`src/rtl/pbclk_pkg.sv`:
```
`timescale 1ns/1ps
package pbclk_pkg;
  localparam int REG_W   = 16;
  localparam int RDY_POS = 11;
  localparam int EN_POS  = 15;
  typedef logic [REG_W-1:0] reg_word_t;
endpackage

```
`src/rtl/pbclk_ctrl.sv`:
```
`timescale 1ns/1ps
// Holds the active and pending settings and runs the ready handshake.
module pbclk_ctrl #(
  parameter int DIV_W = 7
) (
  input  logic             clk,
  input  logic             rst_n,
  input  logic             wr_en,
  input  logic [DIV_W-1:0] wr_div,
  input  logic             wr_gate,
  input  logic             period_end,
  output logic [DIV_W-1:0] ratio_q,
  output logic [DIV_W-1:0] ratio_d,
  output logic             en_q,
  output logic             en_d,
  output logic             ready_q,
  output logic [DIV_W-1:0] pend_q
);
  logic             ready_d;
  logic [DIV_W-1:0] pend_d;
  logic             pend_en_q, pend_en_d;

  always_comb begin
    ready_d   = ready_q;
    pend_d    = pend_q;
    pend_en_d = pend_en_q;
    ratio_d   = ratio_q;
    en_d      = en_q;
    if (ready_q) begin
      if (wr_en) begin
        pend_d    = wr_div;
        pend_en_d = wr_gate;
        ready_d   = 1'b0;
      end
    end else if (period_end) begin
      ratio_d = pend_q;
      en_d    = pend_en_q;
      ready_d = 1'b1;
    end
  end

  always_ff @(posedge clk or negedge rst_n) begin
    if (!rst_n) begin
      ratio_q   <= '0;
      en_q      <= 1'b1;
      ready_q   <= 1'b1;
      pend_q    <= '0;
      pend_en_q <= 1'b1;
    end else begin
      ratio_q   <= ratio_d;
      en_q      <= en_d;
      ready_q   <= ready_d;
      pend_q    <= pend_d;
      pend_en_q <= pend_en_d;
    end
  end
endmodule

```
`src/rtl/pbclk_counter.sv`:
```
`timescale 1ns/1ps
// Period counter and registered output phase.
module pbclk_counter #(
  parameter int DIV_W = 7
) (
  input  logic             clk,
  input  logic             rst_n,
  input  logic [DIV_W-1:0] ratio_q,
  input  logic [DIV_W-1:0] ratio_d,
  input  logic             en_d,
  output logic             period_end,
  output logic             phase_q
);
  localparam logic [DIV_W:0] ONE = (DIV_W+1)'(1);

  logic [DIV_W-1:0] cnt_q, cnt_d;
  logic [DIV_W:0]   high_len_d;
  logic             phase_d;

  assign period_end = (cnt_q == ratio_q);

  always_comb begin
    cnt_d      = period_end ? '0 : cnt_q + 1'b1;
    high_len_d = ({1'b0, ratio_d} + ONE) >> 1;
    phase_d    = en_d && ({1'b0, cnt_d} < high_len_d);
  end

  always_ff @(posedge clk or negedge rst_n) begin
    if (!rst_n) begin
      cnt_q   <= '0;
      phase_q <= 1'b0;
    end else begin
      cnt_q   <= cnt_d;
      phase_q <= phase_d;
    end
  end
endmodule

```
`src/rtl/pbclk_gate.sv`:
```
`timescale 1ns/1ps
// Output selection: gated input clock for ratio 1, registered phase otherwise.
module pbclk_gate (
  input  logic clk,
  input  logic rst_n,
  input  logic bypass,
  input  logic en_q,
  input  logic phase_q,
  output logic pb_clk
);
  logic gate_q;

  // Gate enable changes only while the input clock is low.
  always_ff @(negedge clk or negedge rst_n) begin
    if (!rst_n) gate_q <= 1'b0;
    else        gate_q <= en_q;
  end

  assign pb_clk = bypass ? (clk & gate_q) : phase_q;
endmodule

```
`src/rtl/pbclk_divider.sv`:
```
`timescale 1ns/1ps
module pbclk_divider #(
  parameter int DIV_W = 7
) (
  input  logic        clk,
  input  logic        rst_n,
  input  logic        wr_en,
  input  logic [15:0] wr_data,
  output logic [15:0] rd_data,
  output logic        pb_clk
);
  import pbclk_pkg::*;

  logic [DIV_W-1:0] ratio_q, ratio_d, pend_q;
  logic             en_q, en_d, ready_q;
  logic             period_end, phase_q, bypass;
  logic             unused_wr_bits;

  assign unused_wr_bits = ^{wr_data[EN_POS-1:DIV_W]};

  pbclk_ctrl #(.DIV_W(DIV_W)) u_ctrl (
    .clk(clk), .rst_n(rst_n), .wr_en(wr_en),
    .wr_div(wr_data[DIV_W-1:0]), .wr_gate(wr_data[EN_POS]),
    .period_end(period_end), .ratio_q(ratio_q), .ratio_d(ratio_d),
    .en_q(en_q), .en_d(en_d), .ready_q(ready_q), .pend_q(pend_q)
  );

  pbclk_counter #(.DIV_W(DIV_W)) u_cnt (
    .clk(clk), .rst_n(rst_n), .ratio_q(ratio_q), .ratio_d(ratio_d),
    .en_d(en_d), .period_end(period_end), .phase_q(phase_q)
  );

  assign bypass = (ratio_q == '0);

  pbclk_gate u_gate (
    .clk(clk), .rst_n(rst_n), .bypass(bypass), .en_q(en_q),
    .phase_q(phase_q), .pb_clk(pb_clk)
  );

  always_comb begin
    rd_data              = '0;
    rd_data[DIV_W-1:0]   = ratio_q;
    rd_data[RDY_POS]     = ready_q;
    rd_data[EN_POS]      = en_q;
  end
endmodule

```
`config.mk`:
```
export PLATFORM = sky130hd
export DESIGN_NAME = pbclk_divider
export DESIGN_NICKNAME = d
export VERILOG_FILES = /design/src/rtl/pbclk_pkg.sv /design/src/rtl/pbclk_ctrl.sv /design/src/rtl/pbclk_counter.sv /design/src/rtl/pbclk_gate.sv /design/src/rtl/pbclk_divider.sv
export SDC_FILE = /design/constraint.sdc
export NUM_CORES = 1
export LEC_CHECK = 0
export ABC_CLOCK_PERIOD_IN_PS = 5200
export BUFFER_PORTS_ARGS = -buffer_cell sky130_fd_sc_hd__buf_2
export CELL_PAD_IN_SITES_DETAIL_PLACEMENT = 1
export CELL_PAD_IN_SITES_GLOBAL_PLACEMENT = 2
export CORE_MARGIN = 10
export CORE_UTILIZATION = 30
export DETAILED_ROUTE_END_ITERATION = 8
export GPL_ROUTABILITY_DRIVEN = 0
export PLACE_DENSITY = 0.8
export SLEW_MARGIN = 20
export SYNTH_ARGS = -nofsm -noshare
export SYNTH_HDL_FRONTEND = slang
export SYNTH_SLANG_ARGS = --single-unit
```
`constraint.sdc`:
```
create_clock -name clk -period 5.2 [get_ports clk]
set_input_delay 0 -clock clk [delete_from_list [all_inputs] [get_ports clk]]
set_output_delay 0 -clock clk [all_outputs]
set_load 0.02 [all_outputs]
```
==> results of run 1 <==
## registers in the layout, summed over array words and instances (netlist names)
name,flops
u_cnt.cnt_q,7
u_ctrl.pend_q,7
u_ctrl.ratio_q,7
u_cnt.phase_q,1
u_ctrl.en_q,1
u_ctrl.pend_en_q,1
u_ctrl.ready_q,1
u_gate.gate_q,1
## worst paths after layout
kind | to | startpoint | cells past startpoint
worst max-delay path | u_cnt.phase_q | u_ctrl.ratio_q[5] | 14
worst min-delay path | u_ctrl.ready_q | wr_en | 3
worst max register to register | u_cnt.phase_q | u_ctrl.ratio_q[5] | 14
worst min register to register | u_ctrl.pend_q[0] | u_ctrl.pend_q[0] | 1
max in group asynchronous | u_gate.gate_q | rst_n | 2
min in group asynchronous | u_cnt.cnt_q[0] | rst_n | 2
## through the flow
step	setup slack [ns]	power (uW)	instance area, um^2	cells	util (%)
2_1_floorplan	1.98	857	1540	143	-
3_3_place_gp	1.64	984	1650	220	34.3
3_5_place_dp	1.46	1020	1650	220	34.3
4_1_cts	1.43	1220	1840	236	38.2
5_1_grt	1.25	1320	1840	236	38.2
6_report	1.48	1200	1840	236	38.2
## what timing repair did
item                                   CTS  global route
setup buffers                            0             0
endpoints found under the hold margin   30             0
setup endpoints to repair                0             0
hold buffers                             9             0
## worst max-delay path: stages (launching register included)
cell and delay, ns:
dfrtp_1 0.48, xor2_1 0.25, nor4_1 0.37, nand2_2 0.30
mux2_2 0.37, ha_1 0.28, nand3_1 0.13, xor2_1 0.17
nor2_1 0.06, a21oi_1 0.16, ha_1 0.27, a21o_1 0.18
a21oi_1 0.16, o21ai_0 0.13, nor4b_2 0.31
## power groups by stage
stage	sequential, uW	combinational [uW]	clock (uW)
2_1_floorplan	433	417	7.26
3_3_place_gp	438	536	9.66
3_5_place_dp	444	562	9.66
4_1_cts	440	574	206
5_1_grt	457	637	222
6_report	439	560	200
## metal layers
layer / vias up / wire length [um]
met5: - / 0
met4: 0 / 42
met3: 3 / 169
met2: 19 / 1860
met1: 521 / 1570
li1: 531 / -
## final cells by class
type | instances | area share, %
clock buffer | 8 | 5.51
multi-input combinational | 107 | 44.3
sequential | 26 | 35.6
tap | 67 | 4.56
timing repair buffer | 28 | 10.1
## cells in the mapped netlist (2+ instances only)
cell,instances
o21ai_0,3
ha_1,8
and3_1,4
mux2_2,16
nor3_1,2
xnor2_1,7
nor4_1,3
nor2_1,11
a21oi_1,4
dfrtp_1,22
nand2_1,5
nand3_1,11
xor2_1,14
buf_4,9
dfstp_2,3
## layout by cell type (no fill, tap or decap), drive strengths merged, types with 2 or more instances in the layout
cell type and count:
nor4b 2, o21ai 3, xor2 14, buf 20
a21oi 4, clkbuf 7, nand2 6, xnor2 7
ha 8, nor3 2, dfstp 3, mux2 16
nor2 11, dfrtp 22, nor4 4, nand3 11
conb 7, and3 4, dlygate4sd3 9
## cells by family after synthesis
family,share of synthesized area (%)
compound gates,5.52
xor+xnor,12.1
fa+ha+maj,6.59
buf+inv,4.78
flops,43.1
mux,11.9
other cells,0.247
simple gates,15.8
==> key figures, run 1 <==
Layout
  • Sequential standard cell area: 654 um^2
  • Fillers: 560
  • Final net count: 197
  • Area of the multi-input gates: 815 um^2
  • Area Overhead vs Synth: 21.1%
  • N_diodes: 0
  • Layout cell share with drive strength beyond 1: 29.6%

CTS
  • CTS tree: yes
  • Number of gates resized after CTS: 0
  • Clock Pin Slew Worst Setup and Hold Paths: 0.09 ns
  • Clk_lat worst skew: 0.40 ns

Yosys
  • Post-synth top area share: 36.2%
  • Ranking of synthesized cells by area: dfrtp_1 36%, mux2_2 12%, xor2_1 8.1%
  • Ys Warns: 0
  • Mean area per synthesized cell: 11.1 um^2
  • Synth Instances: 137
  • Async set-or-reset flop fraction in the synthesized netlist: 100%
  • Number of flops mapped to enable cells by yosys: 0
  • Synthesized area: 1520 um^2
  • #FFs+latches synth: 26
  • Top FF cell, synth: dfrtp_1
  • Post-synth top area cell: dfrtp_1
  • Sequential share of the synthesized area: 43.1%
  • Post-synth cell types: 30

GRT
  • First-pass GRT wire length: 6200 um
  • Most Used Layer, Global Route: met2
  • GRT overflow: 0
  • Largest net degree at the start of global routing: 27
  • Grt met2 use: 15.7%
  • Initial antenna violation count: 0
  • Met3 Use GR: 3.13%
  • Tot GR Track Use: 9.20%
  • Met1 GRT Util: 10.0%
  • Vias in the first global route: 1,245

Timing
  • Final Hold Viols: 0
  • RSZ-0062 raised after global routing: false
  • Fin Clk Skew: 0.0239 ns
  • Setup TNS: 0 ns
  • Final setup viols: 0
  • Period Utilization, post-route: 71.6%
  • Tmin final: 3.72 ns
  • Max Fclk: 269 MHz
  • Max Slew Vio Count: 0
  • Worst hold margin: 0.148 ns
  • Worst slew margin: 59.9%
  • Worst slew pin tran: 0.601 ns

Setup path
  • Setup crit end kind: flip-flop
  • Crit path required time: 5.48 ns
  • CP Class: reg -> reg
  • Reg-to-reg setup timing slack: 1.48 ns
  • Worst Path Arrival: 4.00 ns
  • Startpoint types: flip-flop
  • CP Max Fanout: 18

Routing
  • Vias per Instance: 4.55
  • WL/cell: 15.4 um
  • Starting DRT DRC Count: 35
  • DRC: 0
  • Routed Antenna Nets: 0
  • Total wire length: 3640 um
  • Total number of vias: 1,074
  • First-pass DRT Iterations: 4

Power and ir drop
  • Gate power share: 46.7%
  • Leakage: 0.000840 uW
  • Worst vdd ir: 174 uV
  • Cell Int Power: 687 uW
  • Flop pwr share: 36.6%
  • Switching portion of total power: 42.7%
  • Clock share of power: 16.7%
  • Cell Pwr Density: 652 nW/um^2
  • Net load switching power: 512 uW

Die
  • Die area: 8310 um^2
  • Initial core utilization: 31.5%
  • IO Count: 36
  • Rows: 25
  • Die width: 91.2 um
  • Core Region: 4820 um^2
  • Die height: 91.2 um

Run status
  • Outcome: completed

Job
  • Max Cap Violations: 0

Place
  • Port bufs: 20
  • DP HPWL: 2820 um

Worst hold path
  • Hold crit path type: in -> reg
No activity file was read; power rests on OpenSTA's default activity.
==> run 2: changes to the inputs <==
--- a/config.mk
+++ b/config.mk
@@ -5,7 +5,7 @@
 export SDC_FILE = /design/constraint.sdc
 export NUM_CORES = 1
 export LEC_CHECK = 0
-export ABC_CLOCK_PERIOD_IN_PS = 5200
+export ABC_CLOCK_PERIOD_IN_PS = 3800
 export BUFFER_PORTS_ARGS = -buffer_cell sky130_fd_sc_hd__buf_2
 export CELL_PAD_IN_SITES_DETAIL_PLACEMENT = 1
 export CELL_PAD_IN_SITES_GLOBAL_PLACEMENT = 2
==> constraint.sdc (replaced) <==
create_clock -name clk -period 3.8 [get_ports clk]
set_input_delay 0 -clock clk [delete_from_list [all_inputs] [get_ports clk]]
set_output_delay 0 -clock clk [all_outputs]
set_load 0.02 [all_outputs]
==> key figures, run 2 (synthesis gave the netlist of run 1 again) <==
Run status
  • Outcome: completed (unchanged)

Die
  • Die width: 91.2 um (unchanged)
  • Core Region: 4820 um^2 (unchanged)
  • Initial core utilization: 31.5% (unchanged)
  • IO Count: 36 (unchanged)
  • Rows: 25 (unchanged)
  • Die area: 8310 um^2 (unchanged)
  • Die height: 91.2 um (unchanged)

Timing
  • Tmin final: 3.36 ns (was 3.72 ns)
  • RSZ-0062 raised after global routing: false (unchanged)
  • Setup TNS: 0 ns (unchanged)
  • Worst slew margin: 63.2% (was 59.9%)
  • Max Slew Vio Count: 0 (unchanged)
  • Period Utilization, post-route: 88.5% (was 71.6%)
  • Max Fclk: 297 MHz (was 269 MHz)
  • Fin Clk Skew: 0.0231 ns (was 0.0239 ns)
  • Final setup viols: 0 (unchanged)
  • Final Hold Viols: 0 (unchanged)
  • Worst slew pin tran: 0.550 ns (was 0.601 ns)

Job
  • Max Cap Violations: 0 (unchanged)

Setup path
  • CP peak stage delay: 0.44 ns (was 0.48 ns)
  • Startpoint types: flip-flop (unchanged)
  • Reg2Reg Launch Point: u_cnt.cnt_q[4] (was u_ctrl.ratio_q[5])
  • Crit path required time: 4.08 ns (was 5.48 ns)
  • CP bufs+invs: 0 (unchanged)
  • Worst Path Arrival: 3.65 ns (was 4.00 ns)
  • Top Family by Delay on Critical Path: simple AND/OR/NAND/NOR gates (unchanged)
  • CP Class: reg -> reg (unchanged)
  • CP max-delay cell: dfrtp_1 (unchanged)
  • Setup crit end kind: flip-flop (unchanged)
  • Cell Chain, Critical Path: xor2_1 > nor4_2 > nand2_2 > mux2_2 > ha_1 > nand3_1 > xor2_1 > nor2_1 > a21oi_1 > ha_1 > a21o_1 > a21oi_1 > o21ai_0 > nor4b_2 (was xor2_1 > nor4_1 > nand2_2 > mux2_2 > ha_1 > nand3_1 > xor2_1 > nor2_1 > a21oi_1 > ha_1 > a21o_1 > a21oi_1 > o21ai_0 > nor4b_2)
  • Beginning of the critical path: u_cnt.cnt_q[4] (was u_ctrl.ratio_q[5])
  • CP Max Fanout: 5 (was 18)

Layout
  • Commonest non-fill, non-tap cell in the layout: dfrtp_1 (unchanged)
  • Sequential standard cell area: 654 um^2 (unchanged)
  • Largest registers: u_cnt.cnt_q (7), u_ctrl.pend_q (7), u_ctrl.ratio_q (7) (unchanged)
  • Area of the multi-input gates: 815 um^2 (unchanged)
  • N_diodes: 0 (unchanged)
  • Area Overhead vs Synth: 24.5% (was 21.1%)
  • Most frequent cells in the layout: 22 x dfrtp_1, 20 x buf_2, 16 x mux2_2 (unchanged)
  • Layout cell share with drive strength beyond 1: 32.4% (was 29.6%)
  • Fillers: 560 (unchanged)
  • Final net count: 204 (was 197)

CTS
  • # Post-CTS Setup Buffers: 0 (unchanged)
  • Clock Pin Slew Worst Setup and Hold Paths: 0.09 ns (about the same)
  • CTS tree: yes (unchanged)
  • Clk_lat worst skew: 0.40 ns (about the same)

GRT
  • Vias in the first global route: 1,300 (was 1,245)
  • Initial antenna violation count: 0 (unchanged)
  • First-pass GRT wire length: 6910 um (was 6200 um)
  • GRT overflow: 0 (unchanged)
  • Largest net degree at the start of global routing: 27 (unchanged)
  • Tot GR Track Use: 10.4% (was 9.20%)

Place
  • DP HPWL: 3080 um (was 2820 um)
  • Port bufs: 20 (unchanged)

Power and ir drop
  • Total power: 1720 uW (was 1200 uW)
  • Worst vdd ir: 223 uV (was 174 uV)
  • Leakage: 0.000874 uW (was 0.000840 uW)
  • Cell Pwr Density: 909 nW/um^2 (was 652 nW/um^2)

Routing
  • WL/cell: 16.3 um (was 15.4 um)
  • DRC: 0 (unchanged)
  • Starting DRT DRC Count: 33 (was 35)
  • Vias per Instance: 4.63 (was 4.55)
  • First-pass DRT Iterations: 2 (was 4)
  • Routed Antenna Nets: 0 (unchanged)
  • Total number of vias: 1,125 (was 1,074)
  • Total wire length: 3970 um (was 3640 um)

Worst hold path
  • Hold crit path type: in -> async (was in -> reg)
## run 2: changes by cell type in the layout (fill, tap and decap cells not counted)
cell   change
buf_4      +7
## run 2: stage by stage
step                util (%)  setup slack [ns]  instance area (um^2)  hold WS, ns  std cells
floorplan                  -             0.644                  1540       -0.296        143
global placement        35.4             0.593                  1710       0.0104        227
detailed placement      35.4             0.452                  1710       0.0189        227
CTS                     39.3             0.402                  1890        0.154        243
global route            39.3             0.191                  1890        0.188        243
finish                  39.3             0.436                  1890        0.145        243
## run 2: cell type report
| class | instances | share of cell area [%] |
|---|---|---|
| Clock buffer | 8 | 5.36 |
| Tap cell | 67 | 4.43 |
| Sequential cell | 26 | 34.6 |
| Multi-Input combinational cell | 107 | 43.1 |
| Timing Repair Buffer | 35 | 12.6 |
## run 2: repair_timing
item | 4_1_cts | 5_1_grt
hold buffers | 9 | 0
gates resized for setup | 0 | 0
hold endpoints to repair | 33 | 0
## run 2: path summary, 6_finish.rpt
| kind | endpoint | slack [ns] | cells after the start |
|---|---|---|---|
| max in group asynchronous | u_gate.gate_q | 1.60 | 3 |
| max reg2reg | u_cnt.phase_q | 0.44 | 14 |
| min reg2reg | u_ctrl.pend_q[0] | 0.55 | 1 |
| min | u_ctrl.pend_q[4] | 0.15 | 3 |
| max | u_cnt.phase_q | 0.44 | 14 |
| min in group clk | u_ctrl.ready_q | 0.15 | 3 |
## run 2: where the power goes
part           total (uW)  switching, uW  internal (uW)
Clock                 281            115            166
Sequential            565            145            420
Combinational         873            483            391
Total                1720            742            977
## run 2: worst register-to-register path, stage by stage (launching register included)
cell     delay (ns)
dfrtp_1        0.44
xor2_1         0.17
nor4_2         0.40
nand2_2        0.14
mux2_2         0.31
ha_1           0.28
nand3_1        0.13
xor2_1         0.16
nor2_1         0.06
a21oi_1        0.15
ha_1           0.27
a21o_1         0.18
a21oi_1        0.15
o21ai_0        0.12
nor4b_2        0.31
## run 2: metal layers
metal	vias up	wire (um)	global-route usage, %
li1	544	-	-
met1	553	1670	11.8
met2	21	2070	17.7
met3	7	147	2.39
met4	0	72	5.35
met5	-	0	0
==> run 3: changes to the inputs <==
--- a/config.mk
+++ b/config.mk
@@ -5,6 +5,7 @@
 export SDC_FILE = /design/constraint.sdc
 export NUM_CORES = 1
 export LEC_CHECK = 0
+export ABC_AREA = 1
 export ABC_CLOCK_PERIOD_IN_PS = 3800
 export BUFFER_PORTS_ARGS = -buffer_cell sky130_fd_sc_hd__buf_2
 export CELL_PAD_IN_SITES_DETAIL_PLACEMENT = 1
@@ -13,7 +14,7 @@
 export CORE_UTILIZATION = 30
 export DETAILED_ROUTE_END_ITERATION = 8
 export GPL_ROUTABILITY_DRIVEN = 0
-export PLACE_DENSITY = 0.8
+export PLACE_DENSITY = 0.86
 export SLEW_MARGIN = 20
 export SYNTH_ARGS = -nofsm -noshare
 export SYNTH_HDL_FRONTEND = slang
==> key figures, run 3 <==
Run status
  • Outcome: completed (unchanged)

Power and ir drop
  • Worst vdd ir: 270 uV (was 223 uV)
  • Flop pwr share: 31.1% (was 32.9%)
  • Clock share of power: 16.2% (was 16.3%)
  • Total power: 1750 uW (was 1720 uW)
  • Cell Pwr Density: 886 nW/um^2 (was 909 nW/um^2)
  • Switching portion of total power: 47.6% (was 43.2%)
  • Leakage: 0.00100 uW (was 0.000874 uW)
  • Cell Int Power: 919 uW (was 977 uW)
  • Gate power share: 52.7% (was 50.8%)
  • Net load switching power: 835 uW (was 742 uW)

Die
  • Die height: 94.4 um (was 91.2 um)
  • Core Region: 5440 um^2 (was 4820 um^2)
  • Rows: 27 (was 25)
  • Die area: 8920 um^2 (was 8310 um^2)
  • Initial core utilization: 30.5% (was 31.5%)
  • Die width: 94.4 um (was 91.2 um)
  • IO Count: 36 (unchanged)

Routing
  • Vias per Instance: 4.56 (was 4.63)
  • Starting DRT DRC Count: 27 (was 33)
  • DRC: 0 (unchanged)
  • Total wire length: 4270 um (was 3970 um)
  • Total number of vias: 1,424 (was 1,125)
  • First-pass DRT Iterations: 4 (was 2)
  • Routed Antenna Nets: 0 (unchanged)
  • WL/cell: 13.7 um (was 16.3 um)

Yosys
  • Mean area per synthesized cell: 7.99 um^2 (was 11.1 um^2)
  • Ys Warns: 0 (unchanged)
  • Post-synth top area cell: dfrtp_1 (unchanged)
  • Synthesized area: 1660 um^2 (was 1520 um^2)
  • Count leader, synth: nand2_1 (was dfrtp_1)
  • Synth cell count leaders: 55 x nand2_1, 22 x dfrtp_1, 21 x inv_1 (was 22 x dfrtp_1, 16 x mux2_2, 14 x xor2_1)
  • Sequential share of the synthesized area: 39.4% (was 43.1%)
  • Synth Instances: 208 (was 137)
  • Post-synth cell types: 31 (was 30)
  • #FFs+latches synth: 26 (unchanged)
  • Async set-or-reset flop fraction in the synthesized netlist: 100% (unchanged)
  • Top FF cell, synth: dfrtp_1 (unchanged)
  • Post-synth top area share: 33.1% (was 36.2%)
  • Ranking of synthesized cells by area: dfrtp_1 33%, nand2_1 12%, ha_1 6.0% (was dfrtp_1 36%, mux2_2 12%, xor2_1 8.1%)
  • Number of flops mapped to enable cells by yosys: 0 (unchanged)

Setup path
  • Crit path required time: 3.80 ns (was 4.08 ns)
  • CP max-delay cell: dfrtn_1 (was dfrtp_1)
  • CP bufs+invs: 1 (was 0)
  • Cell Chain, Critical Path: nand2_1 > a21oi_1 > buf_2 (was xor2_1 > nor4_2 > nand2_2 > mux2_2 > ha_1 > nand3_1 > xor2_1 > nor2_1 > a21oi_1 > ha_1 > a21o_1 > a21oi_1 > o21ai_0 > nor4b_2)
  • Worst Path Arrival: 3.04 ns (was 3.65 ns)
  • Top Family by Delay on Critical Path: flip-flops (was simple AND/OR/NAND/NOR gates)
  • CP Class: reg -> out (was reg -> reg)
  • CP Max Fanout: 1 (was 5)
  • Setup crit end kind: primary output (was flip-flop)
  • CP peak stage delay: 0.39 ns (was 0.44 ns)
  • Startpoint types: flip-flop (unchanged)

Layout
  • Fillers: 676 (was 560)
  • Area Overhead vs Synth: 19.2% (was 24.5%)
  • Commonest non-fill, non-tap cell in the layout: nand2_1 (was dfrtp_1)
  • Final instance area: 1980 um^2 (was 1890 um^2)
  • Fin util: 36.4% (was 39.3%)
  • Most frequent cells in the layout: 55 x nand2_1, 22 x dfrtp_1, 21 x inv_1 (was 22 x dfrtp_1, 20 x buf_2, 16 x mux2_2)
  • Final net count: 268 (was 204)
  • Layout cell share with drive strength beyond 1: 25.0% (was 32.4%)
  • Largest registers: u_cnt.cnt_q (7), u_ctrl.pend_q (7), u_ctrl.ratio_q (7) (unchanged)
  • N_diodes: 0 (unchanged)

Place
  • DP HPWL: 3250 um (was 3080 um)
  • Port bufs: 20 (unchanged)
  • DP Area: 1780 um^2 (was 1710 um^2)

Timing
  • Final setup viols: 0 (unchanged)
  • Fin Clk Skew: 0.0216 ns (was 0.0231 ns)
  • Worst slew margin: 58.8% (was 63.2%)
  • Worst slew pin tran: 0.618 ns (was 0.550 ns)
  • RSZ-0062 raised after global routing: false (unchanged)
  • Final Hold Viols: 0 (unchanged)
  • Max Slew Vio Count: 0 (unchanged)
  • Worst hold margin: 0.157 ns (was 0.145 ns)
  • Setup TNS: 0 ns (unchanged)

GRT
  • Initial antenna violation count: 0 (unchanged)
  • GRT overflow: 0 (unchanged)
  • Largest net degree at the start of global routing: 27 (unchanged)
  • Tot GR Track Use: 10.5% (was 10.4%)
  • First-pass GRT wire length: 7400 um (was 6910 um)
  • Vias in the first global route: 1,568 (was 1,300)

CTS
  • # Post-CTS Setup Buffers: 0 (unchanged)
  • CTS tree: yes (unchanged)
  • Clock Pin Slew Worst Setup and Hold Paths: 0.10 ns (was 0.09 ns)
  • Clk_lat worst skew: 0.40 ns (about the same)

Worst hold path
  • Hold crit path type: in -> async (unchanged)

Job
  • Max Cap Violations: 0 (unchanged)
[run 3: changes by cell type after synthesis, moves of 3 or more]
| cell | before | now |
|---|---|---|
| nand2_2 | 1 | 7 |
| nand3_1 | 11 | 14 |
| xor2_1 | 14 | 1 |
| nor2_2 | 0 | 6 |
| nand2_1 | 5 | 55 |
| mux2_2 | 16 | 6 |
| a21oi_1 | 4 | 10 |
| xnor2_1 | 7 | 2 |
| inv_2 | 0 | 5 |
| inv_1 | 0 | 21 |
| and3_1 | 4 | 0 |
[run 3: worst reg2reg max path: cells and delay by family, from the launching register on]
kind / cells / cell delay, ns
buf+inv: 3 / 0.34
flops: 1 / 0.45
fa+ha+maj: 2 / 0.47
compound gates: 5 / 0.66
simple gates: 7 / 0.89
[run 3: cell type report]
cell class | count | area, um^2 | area share (%)
flip-flops and latches | 26 | 654 | 33.0
repair buffers | 29 | 195 | 9.85
well taps | 72 | 90.1 | 4.55
multi-input cells | 150 | 838 | 42.3
clock buffers | 8 | 101 | 5.12
inverters | 27 | 101 | 5.12
[run 3: worst paths after layout]
check	from	end	slack [ns]	depth (start not counted)
worst max-delay path	u_gate.gate_q	pb_clk	0.76	3
worst min-delay path	rst_n	u_cnt.phase_q	0.16	2
worst max register to register	u_ctrl.ratio_q[5]	u_cnt.phase_q	0.92	17
worst min register to register	u_ctrl.pend_en_q	u_ctrl.en_q	0.50	2
max in group asynchronous	rst_n	u_gate.gate_q	1.45	2
min in group clk	wr_en	u_ctrl.ready_q	0.32	3
[run 3: through the flow]
stage,cells,setup WS (ns)
floorplan,214,1.13
global placement,295,1.08
detailed placement,295,1.04
CTS,312,0.744
global route,312,0.560
finish,312,0.760
[run 3: cells by family after synthesis]
| kind of cell | after synthesis | synth area share, % |
|---|---|---|
| compound gates | 18 | 6.48 |
| xor+xnor | 3 | 1.58 |
| fa+ha+maj | 8 | 6.02 |
| buf+inv | 38 | 11.5 |
| flops | 26 | 39.4 |
| mux | 6 | 4.07 |
| other cells | 1 | 0.226 |
| simple gates | 108 | 30.7 |
[run 3: metal layers]
metal | share of wire [%] | wire [um] | global-route usage [%] | vias to the layer above
met4 | 1.1 | 47 | 4.05 | 0
met2 | 52 | 2220 | 18.1 | 17
met5 | 0 | 0 | 0 | -
met1 | 44 | 1890 | 12.2 | 684
met3 | 2.6 | 109 | 2.78 | 5
li1 | - | - | - | 718
[run 3: power by group through the flow]
stage	logic, uW	clock network (uW)	registers (uW)
2_1_floorplan	667	11.8	564
3_3_place_gp	890	16.1	546
3_5_place_dp	919	16.1	554
4_1_cts	945	294	548
5_1_grt	1080	310	570
6_report	925	284	546
[run 3: repair_timing]
item,4_1_cts,5_1_grt
gates resized for setup,0,0
hold buffers,10,0
hold endpoints to repair,31,0
setup endpoints to repair,0,0
